`config.mk`:
```
export PLATFORM = sky130hd
export DESIGN_NAME = rst_cascade_ctrl
export DESIGN_NICKNAME = d
export VERILOG_FILES = /design/src/rtl/rst_cascade_pkg.sv /design/src/rtl/rst_root_gate.sv /design/src/rtl/rst_stretcher.sv /design/src/rtl/rst_stage.sv /design/src/rtl/rst_cascade_ctrl.sv
export SDC_FILE = /design/constraint.sdc
export NUM_CORES = 1
export LEC_CHECK = 0
export ABC_CLOCK_PERIOD_IN_PS = 1900
export BUFFER_PORTS_ARGS = -buffer_cell sky130_fd_sc_hd__buf_2
export CORE_AREA = 3 3 40 42
export CTS_BUF_LIST = sky130_fd_sc_hd__clkbuf_16
export DETAILED_ROUTE_END_ITERATION = 12
export DIE_AREA = 0 0 43 45
export PLACE_DENSITY = 0.7
export SYNTH_ARGS = -nofsm -noshare
export SYNTH_HDL_FRONTEND = slang
export SYNTH_SLANG_ARGS = --single-unit
```
`constraint.sdc`:
```
create_clock -name clk -period 1.9 [get_ports clk]
set_input_delay 0.19 -clock clk [delete_from_list [all_inputs] [get_ports clk]]
set_output_delay 0.19 -clock clk [all_outputs]
set_load 0.05 [all_outputs]
```
`src/rtl/rst_cascade_pkg.sv`:
```
package rst_cascade_pkg;

    typedef enum logic [1:0] {
        STR_HOLD  = 2'd0,
        STR_COUNT = 2'd1,
        STR_DONE  = 2'd2
    } stretch_state_e;

    localparam int unsigned NUM_DOMAINS = 3;

endpackage

```
`src/rtl/rst_root_gate.sv`:
```
module rst_root_gate (
    input  logic por_n,
    input  logic scan_mode,
    input  logic scan_rst_n,
    output logic root_n
);
    // Scan reset acts only when qualified by scan mode.
    always_comb begin
        root_n = por_n & (scan_rst_n | ~scan_mode);
    end
endmodule

```
`src/rtl/rst_stretcher.sv`:
```
module rst_stretcher
    import rst_cascade_pkg::*;
#(
    parameter int unsigned STABLE_CYCLES = 32
) (
    input  logic clk,
    input  logic root_n,
    input  logic pwr_good,
    output logic por_out_n
);
    localparam int unsigned CNT_W = $clog2(STABLE_CYCLES + 1);
    localparam logic [CNT_W-1:0] LAST = CNT_W'(STABLE_CYCLES - 1);
    localparam logic [CNT_W-1:0] ONE  = CNT_W'(1);

    stretch_state_e   state_q, state_d;
    logic [CNT_W-1:0] cnt_q, cnt_d;

    // State register
    always_ff @(posedge clk or negedge root_n) begin
        if (!root_n) begin
            state_q <= STR_HOLD;
            cnt_q   <= '0;
        end else begin
            state_q <= state_d;
            cnt_q   <= cnt_d;
        end
    end

    // Next-state logic
    always_comb begin
        state_d = state_q;
        cnt_d   = cnt_q;
        unique case (state_q)
            STR_HOLD: begin
                cnt_d = '0;
                if (pwr_good) begin
                    cnt_d   = ONE;
                    state_d = (STABLE_CYCLES == 1) ? STR_DONE : STR_COUNT;
                end
            end
            STR_COUNT: begin
                if (!pwr_good) begin
                    state_d = STR_HOLD;
                    cnt_d   = '0;
                end else if (cnt_q == LAST) begin
                    state_d = STR_DONE;
                end else begin
                    cnt_d = cnt_q + ONE;
                end
            end
            STR_DONE: begin
                if (!pwr_good) begin
                    state_d = STR_HOLD;
                    cnt_d   = '0;
                end
            end
            default: begin
                state_d = STR_HOLD;
                cnt_d   = '0;
            end
        endcase
    end

    // Output logic
    always_comb begin
        por_out_n = (state_q == STR_DONE);
    end
endmodule

```
`src/rtl/rst_stage.sv`:
```
module rst_stage (
    input  logic clk,
    input  logic parent_n,
    input  logic req,
    output logic child_n
);
    // Asynchronous assert from the parent, release one edge later.
    always_ff @(posedge clk or negedge parent_n) begin
        if (!parent_n) begin
            child_n <= 1'b0;
        end else begin
            child_n <= ~req;
        end
    end
endmodule

```
`src/rtl/rst_cascade_ctrl.sv`:
```
module rst_cascade_ctrl
    import rst_cascade_pkg::*;
#(
    parameter int unsigned STABLE_CYCLES = 32
) (
    input  logic       clk,
    input  logic       por_n,
    input  logic       pwr_good,
    input  logic       scan_mode,
    input  logic       scan_rst_n,
    input  logic       lc_req,
    input  logic       sys_req,
    input  logic       dbg_req,
    output logic       rst_por_n,
    output logic       rst_lc_n,
    output logic       rst_sys_n,
    output logic [2:0] rst_en
);
    logic                   root_n;
    logic [NUM_DOMAINS-1:0] dom_n;
    logic [NUM_DOMAINS-1:0] dom_req;

    rst_root_gate u_root (
        .por_n      (por_n),
        .scan_mode  (scan_mode),
        .scan_rst_n (scan_rst_n),
        .root_n     (root_n)
    );

    rst_stretcher #(.STABLE_CYCLES(STABLE_CYCLES)) u_stretch (
        .clk       (clk),
        .root_n    (root_n),
        .pwr_good  (pwr_good),
        .por_out_n (dom_n[0])
    );

    assign dom_req = {sys_req | dbg_req, lc_req, 1'b0};

    for (genvar gi = 1; gi < NUM_DOMAINS; gi++) begin : g_stage
        rst_stage u_stage (
            .clk      (clk),
            .parent_n (dom_n[gi-1]),
            .req      (dom_req[gi]),
            .child_n  (dom_n[gi])
        );
    end

    for (genvar gj = 0; gj < NUM_DOMAINS; gj++) begin : g_en
        assign rst_en[gj] = ~dom_n[gj];
    end

    assign rst_por_n = dom_n[0];
    assign rst_lc_n  = dom_n[1];
    assign rst_sys_n = dom_n[2];
endmodule

```
After elaboration in Yosys (flattened, before gate mapping)

Cells that the tools add are included.

Logic and storage cells: 34
Bits of input ports: 8
Output and inout port bits: 6
Flip-flop bits (word level): 10

Reduce and logical (&&, ||, !) cells: 3
Add/subtract/negate cells: 1
Muxes and demuxes: 10
Equality and inequality tests: 7
Bitwise operators: 9

Operator list:

| operator            | count |
|---|---|
| $mux 6              | 3 |
| $pmux 6 s3          | 1 |
| $mux 2              | 4 |
| $add 6x1->6 const B | 1 |
| $eq 6x5->1 const B  | 1 |
| $not 1->1           | 6 |
| $pmux 2 s3          | 1 |
| $ne 2x2->1 const B  | 2 |
| $ne 3x2->1 const B  | 1 |
| $ne 3x3->1 const B  | 1 |
| $reduce_and 3->1    | 1 |
| $eq 2x1->1 const B  | 1 |
| $eq 2x2->1 const B  | 1 |
| $logic_not 2->1     | 1 |
| $or 1x1->1          | 2 |
| $reduce_and 2->1    | 1 |
| $and 1x1->1         | 1 |
| $mux 1              | 1 |

Logic depth before layout (Yosys ltp)

Gate-level depths: netlist of run 1.

Depth in word-level cells: 4
Depth in mapped cells: 4
Mapped depth without buffers: 4

Modules after synthesis

From an unflattened synthesis of run 1, not the netlist that was laid out.

Cells, all modules: 60
Area, all modules: 571.8 sq um

By module, submodules not included:

| module           | times used | cells an instance | area each (sq um) |
|---|---|---|---|
| rst_stretcher    | 1          | 50                | 485.5 |
| rst_stage        | 2          | 2                 | 28.8 |
| rst_cascade_ctrl | 1          | 4                 | 17.5 |
| rst_root_gate    | 1          | 2                 | 11.3 |

Worst setup path after synthesis of run 1

Ideal clock, no wire load.

Path kind: register -> register
Start: register u_stretch.cnt_q[0]
End: register u_stretch.cnt_q[0]
Arrival: 1.284 ns
Data required time: 1.774 ns
Slack: 0.490 ns
Library setup time: 0.126 ns
Path buffers: 0
Clock period less this slack: 1.410 ns
Stages on the path, launching flop included: 5
Path through: dfrtp_1 -> ha_1 -> nand3_2 -> or2_4 -> a221o_1

Cells in the longest elaborated chain, start to end: 4
Elaborated cells between the ends (all ways): 7
Classes of those cells: add/sub (1); eq/ne (2); mux (3); reduce/logical (1)

RTL lines:

| item                     | RTL line            | source |
|---|---|---|
| start: declaration       | rst_stretcher.sv:16 | `logic [CNT_W-1:0] cnt_q, cnt_d;` |
| start signal: assignment | rst_stretcher.sv:25 | `cnt_q <= cnt_d;` |
| $add 6x1->6              | rst_stretcher.sv:48 | `cnt_d = cnt_q + ONE;` |
| $mux 6                   | rst_stretcher.sv:45 | `end else if (cnt_q == LAST) begin` |
| $mux 6                   | rst_stretcher.sv:42 | `if (!pwr_good) begin` |
| $pmux 6 s3               | rst_stretcher.sv:33 | `unique case (state_q)` |

Several ways; a longest one is shown, not always the timed one. The select of a mux whose other input is x is not followed.
A chain may end at the register's enable or synchronous reset.

Final worst setup path of run 1

Ends and elaborated chain as after synthesis.

==> flow_summary.ini, run 1 <==
[critical_path]
cp-end-kind = flop
worstSetupPathType = reg2reg
cp.arrival_ns = 1.66
critPathMaxFanout = 6
startpoint_type = flop
cp.required_ns = 2.02

[cells_and_area]
area_delta_synth_final_pct = 28.16
diodes = 0
final_cell_mix = 13 x buf_2, 10 x dfrtp_1, 8 x inv_1
design_area_um2 = 723.2
drive_gt1_share_pct = 30.14
nets = 84
n_fill_cell = 115
layout_commonest_cell = buf_2

[drt]
vias_per_cell = 5.625
drt_iter0_drc = 13
avgRoutedWirePerCell_um = 13.94
drtAntennaViolNets = 0
vias = 495
first_pass_iters = 4
routed_wl_um = 1227
drc = 0

[die]
dieWidth_um = 43
fp-row-count = 13
die_area_mm2 = 0.001935
io_pins = 14
design.core.area_mm2 = 0.001285
dieHeight_um = 45
start_util_pct = 43.91

[timing]
fin_tns_setup_ns = 0
worst_pin_slew_ns = 0.3120
finalSetupViolations = 0
skew_ns = 0.002616
fmax_ghz = 0.6483
slew_headroom_pct = 78.93
period_share_pct = 81.19
hold_violations = 0
finalMaxSlewViolations = 0
period_minus_slack_ns = 1.543
rsz0062_at_grt = no

[global_routing]
grt_pass1_vias = 465
overflow = 0
antenna_found_initial = 0
grt_pass1_wl_um = 2028
grt_usage_pct = 15.05
grt_max_degree = 9

[cts]
clk_latency_ns = 0.23
cts-root-buf = clkbuf_16
cts_max_level = 1
cts_sinks = 10
numCtsBuffers = 3
cts_setup_buffers = 0
clkTransAtPathRegs_ns = 0.04
cts.path.max_buffers = 2
cts_resized = 0
cts_tree = done
cts_hold_buf = 0

[logic_synthesis]
ys_seq_area_share_pct = 44.35
synthTopCellsByArea = dfrtp_1 44%, inv_1 5.3%, o211ai_1 4.0%
netlist_instances = 57
synth_seq_cells = 10
synthesis.nets = 66
yosys.area.top_type_share_pct = 44.35
syn_avg_cell_area_um2 = 9.900
yosysTopAreaCell = dfrtp_1
synth_cell_types = 28
synth_warnings = 0
synthesis.area_um2 = 564.3

[power]
p_per_area_mw_per_mm2 = 898.2
power_leakage_nw = 0.3389
ir_drop_mv = 0.6018

[place]
hpwl_um = 893.2
gp_congestion = 0.8510
numPortBuffers = 13
place_area_um2 = 648.1

[job]
cap_violations = 0

[min_path]
min_path_type = reg2async

[run_status]
status = complete, no violations
power by group:
part	leakage (nW)	switching [mW]	internal, mW
registers	0.133	0.00807	0.221
logic	0.169	0.0387	0.0209
clock network	0.0370	0.0891	0.272
total	0.339	0.136	0.514
registers in the layout, summed over array words and instances (netlist names):
register                 count
u_stretch.state_q            2
u_stretch.cnt_q              6
g_stage.u_stage.child_n      2
area by class of cell:
class	instances	area (um2)	share of cell area, %
Sequential cell	10	250.2	34.60
Clock buffer	3	75.07	10.38
Inverter	8	30.03	4.152
Tap cell	15	18.77	2.595
Multi-Input combinational cell	38	276.5	38.24
Timing Repair Buffer	14	72.57	10.03
synthesized netlist by cell type, drive strengths merged:
library cell and number:
a21boi 1, a21oi 4, a221o 1, a221oi 1, a2bb2oi 1, a41oi 1
and2b 1, and3 1, and3b 2, clkbuf 1, dfrtp 10, ha 1
inv 8, nand2 3, nand2b 1, nand3 2, nand3b 2, nor2 5
nor4 1, o211ai 3, o21ai 2, o221ai 1, o41ai 1, or2 1
or2b 1, or4b 1
worst max-delay path, stage by stage (launching register included):
cell and delay, ns:
dfrtp_1 0.40, ha_1 0.26, nand3_2 0.16, or2_4 0.28, a221o_1 0.32
worst paths after layout:
check,end,depth (start not counted),from,slack (ns)
worst max-delay path,u_stretch.cnt_q[0],4,u_stretch.cnt_q[0],0.36
worst min-delay path,g_stage[2].u_stage.child_n,0,g_stage[1].u_stage.child_n,0.02
worst max register to register,u_stretch.cnt_q[0],4,u_stretch.cnt_q[0],0.36
worst min register to register,g_stage[2].u_stage.child_n,0,g_stage[1].u_stage.child_n,0.02
max in group asynchronous,g_stage[1].u_stage.child_n,1,u_stretch.state_q[0],1.40
min in group clk,g_stage[1].u_stage.child_n,2,lc_req,0.10
per-stage QoR:
stage / utilization [%] / std cells / worst slack [ns] / total power, mW / hold WS [ns]
after global routing: 56.28 / 88 / 0.2428 / 0.6824 / 0.03140
after global placement: 50.44 / 85 / 0.4291 / 0.2904 / 0.02017
final: 56.28 / 88 / 0.3574 / 0.6496 / 0.02217
after detailed placement: 50.44 / 85 / 0.3613 / 0.2906 / 0.02320
after CTS: 56.28 / 88 / 0.3629 / 0.6587 / 0.02558
after floorplan: - / 57 / 0.4903 / 0.2706 / 0.1922
cell families after synthesis:
kind of cell	synth area share, %
and+or+nand+nor	25.50
AOI/OAI and AO/OA	21.29
DFF	44.35
buffers and inverters	6.653
adders and majority gates	2.217
routing by layer:
layer | up-vias | track usage [%] | routed length, um
li1 | 240 | - | -
met1 | 233 | 18.11 | 538
met2 | 15 | 21.86 | 559
met3 | 7 | 4.781 | 75
met4 | 0 | 12.65 | 55
met5 | - | 0 | 0
Power figures use the tool's default switching activity.
==> inputs of run 2 (changes only) <==
--- a/config.mk
+++ b/config.mk
@@ -5,13 +5,13 @@
 export SDC_FILE = /design/constraint.sdc
 export NUM_CORES = 1
 export LEC_CHECK = 0
-export ABC_CLOCK_PERIOD_IN_PS = 1900
+export ABC_CLOCK_PERIOD_IN_PS = 1300
 export BUFFER_PORTS_ARGS = -buffer_cell sky130_fd_sc_hd__buf_2
 export CORE_AREA = 3 3 40 42
 export CTS_BUF_LIST = sky130_fd_sc_hd__clkbuf_16
 export DETAILED_ROUTE_END_ITERATION = 12
 export DIE_AREA = 0 0 43 45
-export PLACE_DENSITY = 0.7
+export PLACE_DENSITY = 0.72
 export SYNTH_ARGS = -nofsm -noshare
 export SYNTH_HDL_FRONTEND = slang
 export SYNTH_SLANG_ARGS = --single-unit
==> constraint.sdc (replaced) <==
create_clock -name clk -period 1.3 [get_ports clk]
set_input_delay 0.13 -clock clk [delete_from_list [all_inputs] [get_ports clk]]
set_output_delay 0.13 -clock clk [all_outputs]
set_load 0.05 [all_outputs]
==> run 2 against run 1 <==
The flow now finishes with violations (negative setup slack). Sequential power grew 45%. Register-to-register slack lost 0.38 ns. Clock skew shrank 0.0021 ns. Sequential share of layout area shrank 5.7 points. Power grew 54%. Sequential cell count is the same. Final cell count grew 15%. Setup slack lost 0.38 ns. Highest routed layer unchanged.
==> flow_summary.ini, run 2 (synthesis gave the netlist of run 1 again) <==
[global_routing]
overflow = 0
grt_usage_pct = 17.12
antenna_found_initial = 0
grt_pass1_vias = 536
grt_max_degree = 9
grt_pass1_wl_um = 2373

[cts]
clk_latency_ns = 0.24
cts_sinks = 10
cts-root-buf = clkbuf_16
cts.path.max_buffers = 2
cts_max_level = 1
clkTransAtPathRegs_ns = 0.04
cts_tree = done
numCtsBuffers = 3

[drt]
routed_wl_um = 1472
drc = 0
drtAntennaViolNets = 0
avgRoutedWirePerCell_um = 14.57
vias = 557
vias_per_cell = 5.515
first_pass_iters = 5
drt_iter0_drc = 16

[timing]
skew_ns = 0.0005036
worst_pin_slew_ns = 0.2750
fmax_ghz = 0.7538
finalMaxSlewViolations = 0
rsz0062_at_grt = yes
setup_ws_ns = -0.02662
finalSetupViolations = 2
hold_violations = 0
fin_tns_setup_ns = -0.05094
hold_slack_ns = 0.02701
slew_headroom_pct = 81.43
period_share_pct = 102.0
period_minus_slack_ns = 1.327

[min_path]
min_path_type = reg2async

[critical_path]
crit_chain = and2b_2 -> inv_2 -> buf_8
cp.required_ns = 1.17
path_depth = 3
cp_top_family = flip-flops
slowest_stage = dfrtp_1
cp-end-kind = primary output
cpPeakStageDelay_ns = 0.46
startpoint_type = flop
cp.arrival_ns = 1.20
worstSetupPathType = reg2out
critPathBufInv = 2
critPathMaxFanout = 6
r2r_cells = 4

[run_status]
status = finished with violations
violations = negative setup slack

[cells_and_area]
area_delta_synth_final_pct = 54.32
largest_register_ffs = 6
nets = 96
top_register = u_stretch.cnt_q
diodes = 0
layout_commonest_cell = buf_2
drive_gt1_share_pct = 43.02
top_regs = u_stretch.cnt_q: 6 flops, g_stage.u_stage.child_n: 2 flops, u_stretch.state_q: 2 flops
n_fill_cell = 103
design_area_um2 = 870.8
final_core_util_pct = 67.77
final_cell_mix = 11 x buf_2, 9 x dfrtp_1, 9 x buf_4

[die]
dieWidth_um = 43
start_util_pct = 43.91
dieHeight_um = 45
io_pins = 14
design.core.area_mm2 = 0.001285
fp-row-count = 13
die_area_mm2 = 0.001935

[job]
cap_violations = 0

[power]
ir_drop_mv = 1.357
power_mw = 0.9987
p_per_area_mw_per_mm2 = 1147
power_leakage_nw = 0.4031

[place]
place_area_um2 = 725.7
numPortBuffers = 13
gp_congestion = 0.8408
hpwl_um = 987.8
## run 2: routing by layer
| layer | vias up | GRT usage, % | part of all wire (%) |
|---|---|---|---|
| met2 | 23 | 29.34 | 55 |
| met1 | 262 | 17.50 | 36 |
| met5 | - | 0 | 0 |
| li1 | 268 | - | - |
| met3 | 4 | 5.578 | 5.4 |
| met4 | 0 | 12.65 | 3.1 |
## run 2: worst reg2reg max path, stage by stage (launching register included)
cell and delay (ns):
dfrtp_1 0.38, ha_4 0.19, nand3_4 0.08, or2_4 0.26, a221o_1 0.30
## run 2: worst paths after layout
check,startpoint,slack (ns),end
max,u_stretch.state_q[0],-0.03,rst_en[0]
min,g_stage[1].u_stage.child_n,0.03,g_stage[2].u_stage.child_n
max reg2reg,u_stretch.cnt_q[0],-0.02,u_stretch.cnt_q[0]
min reg2reg,g_stage[1].u_stage.child_n,0.03,g_stage[2].u_stage.child_n
max in group asynchronous,por_n,0.10,u_stretch.cnt_q[5]
min in group clk,lc_req,0.03,g_stage[1].u_stage.child_n
## run 2: area by class of cell
| type | instances | area (um2) | area share, % |
|---|---|---|---|
| inverters | 8 | 30.03 | 3.448 |
| well taps | 15 | 18.77 | 2.155 |
| multi-input cells | 38 | 300.3 | 34.48 |
| flip-flops and latches | 10 | 251.5 | 28.88 |
| repair buffers | 26 | 191.4 | 21.98 |
| clock buffers | 3 | 75.07 | 8.621 |
| clock inverters | 1 | 3.754 | 0.4310 |
## run 2: stage by stage
| stage | cells | setup slack, ns |
|---|---|---|
| floorplan | 57 | -0.07533 |
| global placement | 94 | -0.02805 |
| detailed placement | 94 | -0.07076 |
| CTS | 101 | -0.01567 |
| global route | 101 | -0.05493 |
| finish | 101 | -0.02662 |
## run 2: what timing repair did
| item | CTS | global route |
|---|---|---|
| resized for setup | 6 | 6 |
| buffers inserted | 1 | 0 |
| hold buffers | 2 | 0 |
| endpoints found under the setup margin | 4 | 14 |
| pin swaps | 2 | 2 |
| endpoints found under the hold margin | 8 | 0 |
## run 2: power breakdown
part / internal (mW) / switching [mW] / total [mW]
clock network: 0.403 / 0.147 / 0.551
registers: 0.322 / 0.0102 / 0.333
logic: 0.0489 / 0.0665 / 0.115
total: 0.775 / 0.224 / 0.999
